### config.mk
export PLATFORM = sky130hd
export DESIGN_NAME = lpm_sequencer
export DESIGN_NICKNAME = d
export VERILOG_FILES = /design/src/rtl/lpm_pkg.sv /design/src/rtl/lpm_sync.sv /design/src/rtl/lpm_wake_qual.sv /design/src/rtl/lpm_fsm.sv /design/src/rtl/lpm_gate_ctl.sv /design/src/rtl/lpm_sequencer.sv
export SDC_FILE = /design/constraint.sdc
export NUM_CORES = 1
export LEC_CHECK = 0
export BUFFER_PORTS_ARGS = -buffer_cell sky130_fd_sc_hd__buf_2
export CELL_PAD_IN_SITES_DETAIL_PLACEMENT = 0
export CELL_PAD_IN_SITES_GLOBAL_PLACEMENT = 1
export CORE_ASPECT_RATIO = 0.5
export CORE_MARGIN = 3
export CORE_UTILIZATION = 35
export DETAILED_ROUTE_END_ITERATION = 8
export PLACE_DENSITY_LB_ADDON = 0.1
export SETUP_SLACK_MARGIN = 0.2
export SLEW_MARGIN = 20
export SYNTH_ARGS = -nofsm -noshare
export SYNTH_HDL_FRONTEND = slang
export SYNTH_HIERARCHICAL = 1
export SYNTH_SLANG_ARGS = --single-unit
export TNS_END_PERCENT = 10
### constraint.sdc
create_clock -name clk_sub -period 5.49 [get_ports clk_sub]
set_input_delay 1.098 -clock clk_sub [delete_from_list [all_inputs] [get_ports clk_sub]]
set_output_delay 1.098 -clock clk_sub [all_outputs]
set_load 0.005 [all_outputs]
### src/rtl/lpm_pkg.sv
package lpm_pkg;

   typedef enum logic [1:0] {
      MODE_RESET  = 2'b00,
      MODE_SUBACT = 2'b01,
      MODE_SUBSLP = 2'b10,
      MODE_HWSTBY = 2'b11
   } lpm_mode_e;

   // control-bit pattern that permits subsleep entry
   localparam logic LPM_STBY_SEL_REQ  = 1'b0;
   localparam logic LPM_LOWSPD_REQ    = 1'b1;
   localparam logic LPM_WDT_PRESEL_REQ = 1'b1;

   typedef struct packed {
      logic cpu;
      logic osc;
      logic tmr;
      logic wdt;
      logic per;
      logic rst_hold;
   } lpm_gate_t;

   function automatic lpm_gate_t lpm_gate_of(lpm_mode_e m);
      lpm_gate_t g;
      case (m)
         MODE_RESET:  g = '{cpu: 1'b0, osc: 1'b1, tmr: 1'b1, wdt: 1'b1, per: 1'b0, rst_hold: 1'b1};
         MODE_SUBACT: g = '{cpu: 1'b1, osc: 1'b0, tmr: 1'b1, wdt: 1'b1, per: 1'b1, rst_hold: 1'b0};
         MODE_SUBSLP: g = '{cpu: 1'b0, osc: 1'b0, tmr: 1'b1, wdt: 1'b1, per: 1'b0, rst_hold: 1'b0};
         default:     g = '{cpu: 1'b0, osc: 1'b0, tmr: 1'b0, wdt: 1'b0, per: 1'b0, rst_hold: 1'b1};
      endcase
      return g;
   endfunction

endpackage

### src/rtl/lpm_sync.sv
module lpm_sync #(
   parameter int unsigned W      = 4,
   parameter int unsigned STAGES = 2,
   parameter logic [W-1:0] INIT  = '0
) (
   input  logic         clk,
   input  logic         rst_n,
   input  logic [W-1:0] d,
   output logic [W-1:0] q
);

   logic [W-1:0] chain [STAGES];

   always_ff @(posedge clk or negedge rst_n) begin
      if (!rst_n) begin
         for (int s = 0; s < STAGES; s++) chain[s] <= INIT;
      end else begin
         chain[0] <= d;
         for (int s = 1; s < STAGES; s++) chain[s] <= chain[s-1];
      end
   end

   assign q = chain[STAGES-1];

endmodule

### src/rtl/lpm_wake_qual.sv
module lpm_wake_qual #(
   parameter int unsigned N_IRQ        = 8,
   parameter int unsigned N_PER        = 4,
   parameter bit          PER_MASKABLE = 1'b1
) (
   input  logic             nmi,
   input  logic [N_IRQ-1:0] irq,
   input  logic [N_IRQ-1:0] irq_en,
   input  logic [N_IRQ-1:0] irq_pinfn,
   input  logic [N_PER-1:0] per_irq,
   input  logic [N_PER-1:0] per_irq_en,
   input  logic             cpu_mask,
   output logic             wake
);

   logic [N_IRQ-1:0] irq_ok;
   logic [N_PER-1:0] per_ok;
   logic             per_gate;

   for (genvar i = 0; i < N_IRQ; i++) begin : g_irq
      assign irq_ok[i] = irq[i] & irq_en[i] & irq_pinfn[i];
   end

   for (genvar j = 0; j < N_PER; j++) begin : g_per
      assign per_ok[j] = per_irq[j] & per_irq_en[j];
   end

   if (PER_MASKABLE) begin : g_masked
      assign per_gate = ~cpu_mask;
   end else begin : g_unmasked
      assign per_gate = 1'b1;
   end

   assign wake = nmi | (|irq_ok) | ((|per_ok) & per_gate);

endmodule

### src/rtl/lpm_fsm.sv
module lpm_fsm
   import lpm_pkg::*;
(
   input  logic      clk,
   input  logic      rst_n,
   input  logic      sleep_exec,
   input  logic      cfg_stby_sel,
   input  logic      cfg_lowspd_on,
   input  logic      cfg_wdt_presel,
   input  logic      wake,
   input  logic      rst_pins_ok,
   input  logic      stby_ok,
   output lpm_mode_e mode,
   output logic      exc_req,
   output logic      exit_sleep
);

   lpm_mode_e mode_q, mode_d;
   logic      entry_ok;

   assign entry_ok = sleep_exec
                   & (cfg_stby_sel   == LPM_STBY_SEL_REQ)
                   & (cfg_lowspd_on  == LPM_LOWSPD_REQ)
                   & (cfg_wdt_presel == LPM_WDT_PRESEL_REQ);

   always_comb begin
      mode_d = mode_q;
      if (!stby_ok) begin
         mode_d = MODE_HWSTBY;
      end else if (mode_q == MODE_HWSTBY) begin
         mode_d = MODE_RESET;
      end else if (!rst_pins_ok) begin
         mode_d = MODE_RESET;
      end else begin
         case (mode_q)
            MODE_RESET:  mode_d = MODE_SUBACT;
            MODE_SUBACT: if (entry_ok) mode_d = MODE_SUBSLP;
            MODE_SUBSLP: if (wake)     mode_d = MODE_SUBACT;
            default:     mode_d = MODE_RESET;
         endcase
      end
   end

   always_ff @(posedge clk or negedge rst_n) begin
      if (!rst_n) begin
         mode_q  <= MODE_RESET;
         exc_req <= 1'b0;
      end else begin
         mode_q  <= mode_d;
         exc_req <= (mode_q == MODE_SUBSLP) && (mode_d == MODE_SUBACT);
      end
   end

   assign exit_sleep = (mode_q == MODE_SUBSLP) && (mode_d != MODE_SUBSLP);
   assign mode       = mode_q;

endmodule

### src/rtl/lpm_gate_ctl.sv
module lpm_gate_ctl
   import lpm_pkg::*;
#(
   parameter int unsigned N_TMR         = 4,
   parameter int unsigned N_WDT         = 2,
   parameter int unsigned N_OTHER       = 6,
   parameter int unsigned RST_PULSE_LEN = 3
) (
   input  logic               clk,
   input  logic               rst_n,
   input  lpm_mode_e          mode,
   input  logic               exit_sleep,
   output logic               cpu_clk_en,
   output logic               osc_en,
   output logic [N_TMR-1:0]   tmr_clk_en,
   output logic [N_WDT-1:0]   wdt_clk_en,
   output logic [N_OTHER-1:0] per_clk_en,
   output logic               sci_rst,
   output logic               adc_rst
);

   localparam int unsigned CW = $clog2(RST_PULSE_LEN + 1);

   lpm_gate_t    g;
   logic [CW-1:0] pulse_cnt;
   logic          pulse_on;

   assign g = lpm_gate_of(mode);

   always_ff @(posedge clk or negedge rst_n) begin
      if (!rst_n) begin
         pulse_cnt <= '0;
      end else if (exit_sleep) begin
         pulse_cnt <= CW'(RST_PULSE_LEN);
      end else if (pulse_cnt != '0) begin
         pulse_cnt <= pulse_cnt - 1'b1;
      end
   end

   assign pulse_on   = (pulse_cnt != '0);
   assign cpu_clk_en = g.cpu;
   assign osc_en     = g.osc;

   for (genvar t = 0; t < N_TMR; t++) begin : g_tmr
      assign tmr_clk_en[t] = g.tmr;
   end
   for (genvar w = 0; w < N_WDT; w++) begin : g_wdt
      assign wdt_clk_en[w] = g.wdt;
   end
   for (genvar p = 0; p < N_OTHER; p++) begin : g_per
      assign per_clk_en[p] = g.per;
   end

   assign sci_rst = g.rst_hold | pulse_on;
   assign adc_rst = g.rst_hold | pulse_on;

endmodule

### src/rtl/lpm_sequencer.sv
module lpm_sequencer
   import lpm_pkg::*;
#(
   parameter int unsigned N_IRQ         = 8,
   parameter int unsigned N_PER         = 4,
   parameter int unsigned N_TMR         = 4,
   parameter int unsigned N_WDT         = 2,
   parameter int unsigned N_OTHER       = 6,
   parameter int unsigned SYNC_STAGES   = 2,
   parameter int unsigned RST_PULSE_LEN = 3,
   parameter bit          PER_MASKABLE  = 1'b1
) (
   input  logic               clk_sub,
   input  logic               por_n,
   input  logic               sleep_exec,
   input  logic               cfg_stby_sel,
   input  logic               cfg_lowspd_on,
   input  logic               cfg_wdt_presel,
   input  logic               nmi_pin,
   input  logic [N_IRQ-1:0]   irq_pin,
   input  logic [N_IRQ-1:0]   irq_en,
   input  logic [N_IRQ-1:0]   irq_pinfn,
   input  logic [N_PER-1:0]   per_irq,
   input  logic [N_PER-1:0]   per_irq_en,
   input  logic               cpu_irq_mask,
   input  logic               rst_pin_n,
   input  logic               mrst_pin_n,
   input  logic               stby_pin_n,
   output logic [1:0]         mode,
   output logic               cpu_clk_en,
   output logic               osc_en,
   output logic [N_TMR-1:0]   tmr_clk_en,
   output logic [N_WDT-1:0]   wdt_clk_en,
   output logic [N_OTHER-1:0] per_clk_en,
   output logic               sci_rst,
   output logic               adc_rst,
   output logic               irq_exc_req
);

   // synchronizer vector layout: {stby_n, mrst_n, rst_n, irq[N_IRQ-1:0], nmi}
   localparam int unsigned SYNC_W = N_IRQ + 4;
   localparam logic [SYNC_W-1:0] SYNC_INIT = {1'b1, {(SYNC_W-1){1'b0}}};

   if (N_IRQ < 1 || N_IRQ > 32) begin : g_bad_irq
      $error("lpm_sequencer: N_IRQ out of range");
   end
   if (N_PER < 1) begin : g_bad_per
      $error("lpm_sequencer: N_PER must be at least 1");
   end
   if (N_TMR < 1 || N_WDT < 1 || N_OTHER < 1) begin : g_bad_grp
      $error("lpm_sequencer: clock groups must be non-empty");
   end
   if (SYNC_STAGES < 2) begin : g_bad_sync
      $error("lpm_sequencer: SYNC_STAGES must be at least 2");
   end
   if (RST_PULSE_LEN < 1) begin : g_bad_pulse
      $error("lpm_sequencer: RST_PULSE_LEN must be at least 1");
   end

   logic [SYNC_W-1:0] pins_raw, pins_s;
   logic              nmi_s, rst_s, mrst_s, stby_s;
   logic [N_IRQ-1:0]  irq_s;
   logic              wake;
   logic              exit_sleep;
   lpm_mode_e         mode_e;

   assign pins_raw = {stby_pin_n, mrst_pin_n, rst_pin_n, irq_pin, nmi_pin};

   lpm_sync #(
      .W      (SYNC_W),
      .STAGES (SYNC_STAGES),
      .INIT   (SYNC_INIT)
   ) i_sync (
      .clk   (clk_sub),
      .rst_n (por_n),
      .d     (pins_raw),
      .q     (pins_s)
   );

   assign nmi_s  = pins_s[0];
   assign irq_s  = pins_s[N_IRQ:1];
   assign rst_s  = pins_s[N_IRQ+1];
   assign mrst_s = pins_s[N_IRQ+2];
   assign stby_s = pins_s[N_IRQ+3];

   lpm_wake_qual #(
      .N_IRQ        (N_IRQ),
      .N_PER        (N_PER),
      .PER_MASKABLE (PER_MASKABLE)
   ) i_wake (
      .nmi        (nmi_s),
      .irq        (irq_s),
      .irq_en     (irq_en),
      .irq_pinfn  (irq_pinfn),
      .per_irq    (per_irq),
      .per_irq_en (per_irq_en),
      .cpu_mask   (cpu_irq_mask),
      .wake       (wake)
   );

   lpm_fsm i_fsm (
      .clk            (clk_sub),
      .rst_n          (por_n),
      .sleep_exec     (sleep_exec),
      .cfg_stby_sel   (cfg_stby_sel),
      .cfg_lowspd_on  (cfg_lowspd_on),
      .cfg_wdt_presel (cfg_wdt_presel),
      .wake           (wake),
      .rst_pins_ok    (rst_s & mrst_s),
      .stby_ok        (stby_s),
      .mode           (mode_e),
      .exc_req        (irq_exc_req),
      .exit_sleep     (exit_sleep)
   );

   lpm_gate_ctl #(
      .N_TMR         (N_TMR),
      .N_WDT         (N_WDT),
      .N_OTHER       (N_OTHER),
      .RST_PULSE_LEN (RST_PULSE_LEN)
   ) i_gate (
      .clk        (clk_sub),
      .rst_n      (por_n),
      .mode       (mode_e),
      .exit_sleep (exit_sleep),
      .cpu_clk_en (cpu_clk_en),
      .osc_en     (osc_en),
      .tmr_clk_en (tmr_clk_en),
      .wdt_clk_en (wdt_clk_en),
      .per_clk_en (per_clk_en),
      .sci_rst    (sci_rst),
      .adc_rst    (adc_rst)
   );

   assign mode = mode_e;

endmodule

After elaboration in Yosys (flattened, before gate mapping) --
Index checks and enable logic that the tools add are counted.
Operators by class: reduce and logical (&&, ||, !) cells 7, bitwise logic cells 30, equality and inequality tests 5, multiplexer cells 9, $add $sub $neg 1
Operators by type and width (count):
- bitwise AND 1 bit | 25
- case mux 6 bit (3 select lines) | 1
- 2-to-1 mux 2 bit | 7
- OR reduction 8 bit | 1
- case mux 2 bit (3 select lines) | 1
- equality test 2 x 1 -> 1 bit (second input constant) | 2
- equality test 2 bit (second input constant) | 2
- nonzero test 2 bit | 2
- OR reduction 4 bit | 1
- bitwise OR 1 bit | 3
- logical AND 1 bit | 2
- zero test 2 bit | 1
- != test 2 bit (second input constant) | 1
- inverter 1 bit | 2
- subtractor 2 x 1 -> 2 bit (second input constant) | 1
Word-level totals: logic and storage cells 57, register bits 29, input port bits 43, output and inout bits 19

Longest topological paths before layout --
depth after elaboration 13, mapped depth 6, depth with buffers taken out 5

Hierarchy --
Netlist, hierarchy kept.
Modules (own cells, without submodules):
- lpm_sync | area an instance 693.2 sq um, cells an instance 36, instances 1, seq. area each 603.1 sq um
- lpm_gate_ctl | area an instance 240.2 sq um, cells an instance 28, instances 1, seq. area each 50.0 sq um
- lpm_fsm | area an instance 172.7 sq um, cells an instance 16, instances 1, seq. area each 75.1 sq um
- lpm_wake_qual | area an instance 87.6 sq um, cells an instance 14, instances 1, seq. area each 0.0 sq um
- lpm_sequencer | area an instance 6.3 sq um, cells an instance 1, instances 1, seq. area each 0.0 sq um

Worst setup path after synthesis --
OpenSTA, ideal clock, no wires.
kind input -> register, from in irq_pinfn[3], to reg i_gate.pulse_cnt[1], required time 5366 ps, setup slack 3069 ps, data arrival time 2297 ps, buffers on the path 0, cell stages on the path 4, library setup time 124 ps, path through a31o_1 -> or4_1 -> o21a_1 -> a211o_1
On the way: cells in the longest elaborated chain, start to end 12, elaborated cells between the ends (all ways) 13, those cells by class eq/ne (1); mux (6); bitwise (3); reduce/logical (3)
Ends and longest elaborated chain:
- from (decl) | RTL line lpm_sequencer.sv:22 | input logic [N_IRQ-1:0] irq_pinfn,
- bitwise AND 1 bit * | RTL line lpm_wake_qual.sv:21 | assign irq_ok[i] = irq[i] & irq_en[i] & irq_pinfn[i];
- OR reduction 8 bit * | RTL line lpm_wake_qual.sv:34 | assign wake = nmi | (|irq_ok) | ((|per_ok) & per_gate);
- bitwise OR 1 bit * (2 in series) | RTL line lpm_wake_qual.sv:34
- named net wake | RTL line lpm_sequencer.sv:63 | logic wake;
- 2-to-1 mux 2 bit * | RTL line lpm_fsm.sv:38 | MODE_SUBSLP: if (wake) mode_d = MODE_SUBACT;
- case mux 2 bit (3 select lines) * | RTL line lpm_fsm.sv:35 | case (mode_q)
- 2-to-1 mux 2 bit * | RTL line lpm_fsm.sv:32 | end else if (!rst_pins_ok) begin
- 2-to-1 mux 2 bit * | RTL line lpm_fsm.sv:30 | end else if (mode_q == MODE_HWSTBY) begin
- 2-to-1 mux 2 bit * | RTL line lpm_fsm.sv:28 | if (!stby_ok) begin
- != test 2 bit * | RTL line lpm_fsm.sv:54 | assign exit_sleep = (mode_q == MODE_SUBSLP) && (mode_d != MODE_SUBSLP);
- logical AND 1 bit * | RTL line lpm_fsm.sv:54
- named net exit_sleep | RTL line lpm_sequencer.sv:64 | logic exit_sleep;
- 2-to-1 mux 2 bit or nonzero test 2 bit (tied branches)
- to (signal assigned) | RTL line lpm_gate_ctl.sv:34 | pulse_cnt <= CW'(RST_PULSE_LEN);
- to (signal assigned) | RTL line lpm_gate_ctl.sv:36 | pulse_cnt <= pulse_cnt - 1'b1;
- to (decl) | RTL line lpm_gate_ctl.sv:25 | logic [CW-1:0] pulse_cnt;
Mark *: on every way through the listed nets, which the timed path passes. The rest lies on a longest branch. A chain may end at the register's enable or synchronous reset.

Worst setup path in the final report --
from reg i_fsm.mode_q[0], in the netlist i_fsm/mode[0], to out sci_rst
On the way: cells in the longest elaborated chain, start to end 3, elaborated cells between the ends (all ways) 5, those cells by class eq/ne (2); mux (1); bitwise (1); reduce/logical (1)
Ends and longest elaborated chain:
- from (decl) | RTL line lpm_fsm.sv:18 | lpm_mode_e mode_q, mode_d;
- from (signal assigned) | RTL line lpm_fsm.sv:49 | mode_q <= mode_d;
- equality test 2 bit (tied with other cells) | RTL line lpm_pkg.sv:26 | case (m)
- case mux 6 bit (3 select lines) * | RTL line lpm_pkg.sv:26
- bitwise OR 1 bit * | RTL line lpm_gate_ctl.sv:54 | assign sci_rst = g.rst_hold | pulse_on;
- to (decl) | RTL line lpm_sequencer.sv:35 | output logic sci_rst,
Mark *: on every way between the ends. The rest lies on a longest branch, timed or not.

==> results.py <==
metrics = {
    "global_route": {
        "first_global_vias": 674,
        "antenna_found_initial": 0,
        "globalRouteOverflowTotal": 0,
        "global_route.usage.total": 0.103,
        "grt_start_max_net_pins": 30,
        "grt_first_pass_wirelength_um": 2950,
    },
    "final_layout": {
        "seqCellArea_um2": 728,
        "area.growth.synth_to_final_pct": 21.5,
        "multi_input_logic_area_um2": 269,
        "final_area_mm2": 0.00146,
        "finalCoreUtilization": 0.465,
        "drive_gt1_frac": 0.514,
        "antenna_cells": 0,
        "nets": 186,
        "nFillCells": 301,
    },
    "pwr": {
        "power_dens_cells_mw_per_mm2": 327,
        "netSwitchingFraction": 0.247,
        "seqPwrFrac": 0.506,
        "vdd_drop_max_v": 0.000167,
        "comb_power_share": 0.152,
        "net_switching_component_of_the_power_uw": 117,
        "internal-power_uw": 359,
        "power_leakage_nw": 0.769,
        "pwr-share-clk": 0.342,
    },
    "routing": {
        "antenna_left": 0,
        "avgViaCountPerCell": 4.26,
        "avgRoutedWirePerCell_um": 10.8,
        "drt_first_iter_violations": 14,
        "wl_um": 1940,
        "dr.pass1.iters": 2,
        "num_vias": 767,
        "drt_drc_violations_left": 0,
    },
    "timing": {
        "unrepaired_setup_endpoints_after_global_routing": "no",
        "max_slew.worst_pin.slew_ns": 0.607,
        "achievable-frequency_ghz": 0.416,
        "setup-violations-final": 0,
        "final-max-slew-violation-count": 0,
        "max-slew-margin-rel": 0.595,
        "finalWorstPathRequiredPeriod_ns": 2.40,
        "setup-tns-final_ns": 0,
        "worst_clock_skew_ns": 0.00453,
        "post-route-worst-setup-slack_ns": 3.09,
        "hold_viol_final": 0,
        "post-route-period-util": 0.437,
    },
    "synthesis": {
        "synth_area_per_cell_um2": 12.6,
        "dominantRegCellSynth": "dfrtp_1",
        "synth.area.top_cells": "dfrtp_1 56%, buf_4 15%, dfstp_2 4.4%",
        "netlist_instances": 95,
        "synth.yosys.warnings": 6,
        "synth_edf_count": 0,
        "synthesis.area_mm2": 0.00120,
        "synth.lib_cells_used.distinct": 27,
        "yosys_register_bits": 29,
        "post-synth-top-area-cell": "dfrtp_1",
        "synthArstFlopShare": 1.00,
        "syn_nets": 142,
        "synth_top_cell_area_share": 0.563,
        "ys_seq_area_frac": 0.607,
    },
    "die": {
        "dieWidth_um": 88.8,
        "floorplan.io_pins": 62,
        "chipHeight_um": 47.4,
        "fp.coreArea_mm2": 0.00314,
        "die_area_mm2": 0.00421,
        "floorplan.initialDensity": 0.383,
        "std_cell_rows": 14,
    },
    "clock_network": {
        "cts_root_buf": "clkbuf_8",
        "clkLatencyLatePin_ns": 0.27,
        "cts_inserted_buffers": 5,
        "cts.sink_count": 29,
        "cts-resized-gates": 0,
        "ctsLongestPathBuffers": 2,
        "total_number_of_h_tree_levels": 2,
        "cts_post_setup_buffers_inserted": 0,
        "cts.hold.buffers_added": 0,
        "clk_pin_slew_ns": 0.06,
        "cts_tree": "yes",
    },
    "min_path": {
        "hold_class": "reg2reg",
    },
    "setup_path": {
        "critical-path-max-stage-delay_ns": 0.47,
        "critical_path.endpoint_type": "primary output",
        "path_delay_family": "flip-flops",
        "worstPathBufferInverterCount": 2,
        "worstPathRequired_ns": 4.39,
        "critical_path.cell_chain": "inv_1, ha_1, nand2_1, buf_2",
        "cp_max_fo": 8,
        "path_class": "reg2out",
        "critical_path.startpoint_type": "register",
        "crit_arrival_ns": 1.30,
        "critPathSlowestCell": "dfrtp_1",
    },
    "place": {
        "pre_cts_ws_ns": 2.89,
        "post_dp_cell_area_mm2": 0.00138,
        "gp_congestion": 0.699,
        "io_buffer_count": 61,
    },
    "flow_run": {
        "max-cap-violations": 0,
    },
    "run_status": {
        "run_status": "finished clean",
    },
}
cell usage after synthesis, drive strengths merged (2+ instances only):
cell type   n
dfrtp      27
buf        24
nand3       8
inv         6
ha          4
nor2b       3
a22oi       2
dfstp       2
nand2       2
or2b        2
through the flow:
| step | power [mW] | hold WS (ns) | std cells |
|---|---|---|---|
| 5_1_grt | 0.508 | 0.349 | 180 |
| 4_1_cts | 0.486 | 0.348 | 180 |
| 3_5_place_dp | 0.319 | 0.335 | 172 |
| 2_1_floorplan | 0.298 | 0.331 | 95 |
| 3_3_place_gp | 0.318 | 0.331 | 172 |
| 6_report | 0.476 | 0.347 | 180 |
metal layers:
metal / vias up / wire [µm] / global-route usage
li1: 379 / - / -
met1: 353 / 700 / 0.101
met2: 32 / 1030 / 0.181
met3: 3 / 188 / 0.0578
met4: 0 / 20 / 0.0542
met5: - / 0 / 0
cell usage in the layout, fill, tap and decap left out, drive strengths merged, types with 2 or more instances in the layout:
cell type  instances
clkbuf             6
dfrtp             27
clkinv             2
a22oi              2
dfstp              2
nand3              8
ha                 4
nor2b              3
inv                6
or2b               2
nand2              2
buf               61
layout make-up:
| type | instances | area share |
|---|---|---|
| clock buffers | 6 | 0.0498 |
| clock inverters | 2 | 0.00687 |
| inverters | 6 | 0.0155 |
| multi-input cells | 36 | 0.185 |
| flip-flops and latches | 29 | 0.500 |
| well taps | 40 | 0.0343 |
| repair buffers | 61 | 0.209 |
power groups by stage:
stage	clock (mW)	combinational (mW)	sequential, mW
6_report	0.163	0.0724	0.241
5_1_grt	0.180	0.0851	0.243
4_1_cts	0.170	0.0747	0.241
3_5_place_dp	0	0.0742	0.245
3_3_place_gp	0	0.0739	0.244
2_1_floorplan	0	0.0549	0.243
flip-flops by register name (all words and copies together) (netlist names):
| register | flops |
|---|---|
| i_sync/chain | 12 |
| i_sync/q | 12 |
| i_fsm/mode | 2 |
| i_gate/pulse_cnt | 2 |
| i_fsm/exc_req | 1 |
worst paths after layout:
| path | from | slack [ns] | to | depth (start not counted) |
|---|---|---|---|---|
| setup / recovery | i_fsm/mode[0] | 3.09 | sci_rst | 4 |
| hold / removal | i_sync/chain[14] | 0.35 | i_sync/q[2] | 0 |
| max in group asynchronous | por_n | 4.26 | i_sync/q[5] | 1 |
| min in group asynchronous | por_n | 0.83 | i_sync/chain[20] | 1 |
| setup reg to reg | i_sync/q[4] | 3.75 | i_gate/pulse_cnt[1] | 4 |
| hold reg to reg | i_sync/chain[14] | 0.35 | i_sync/q[2] | 0 |
kinds of logic after synthesis:
logic type,after synthesis,share of synthesized area
XOR/XNOR,1,0.00730
flip-flops,29,0.607
AND/OR/NAND/NOR,23,0.118
AO/OA/AOI/OAI,8,0.0574
buffers and inverters,30,0.169
adder cells (fa/ha/maj),4,0.0417
(Power assumes the default switching activity.)
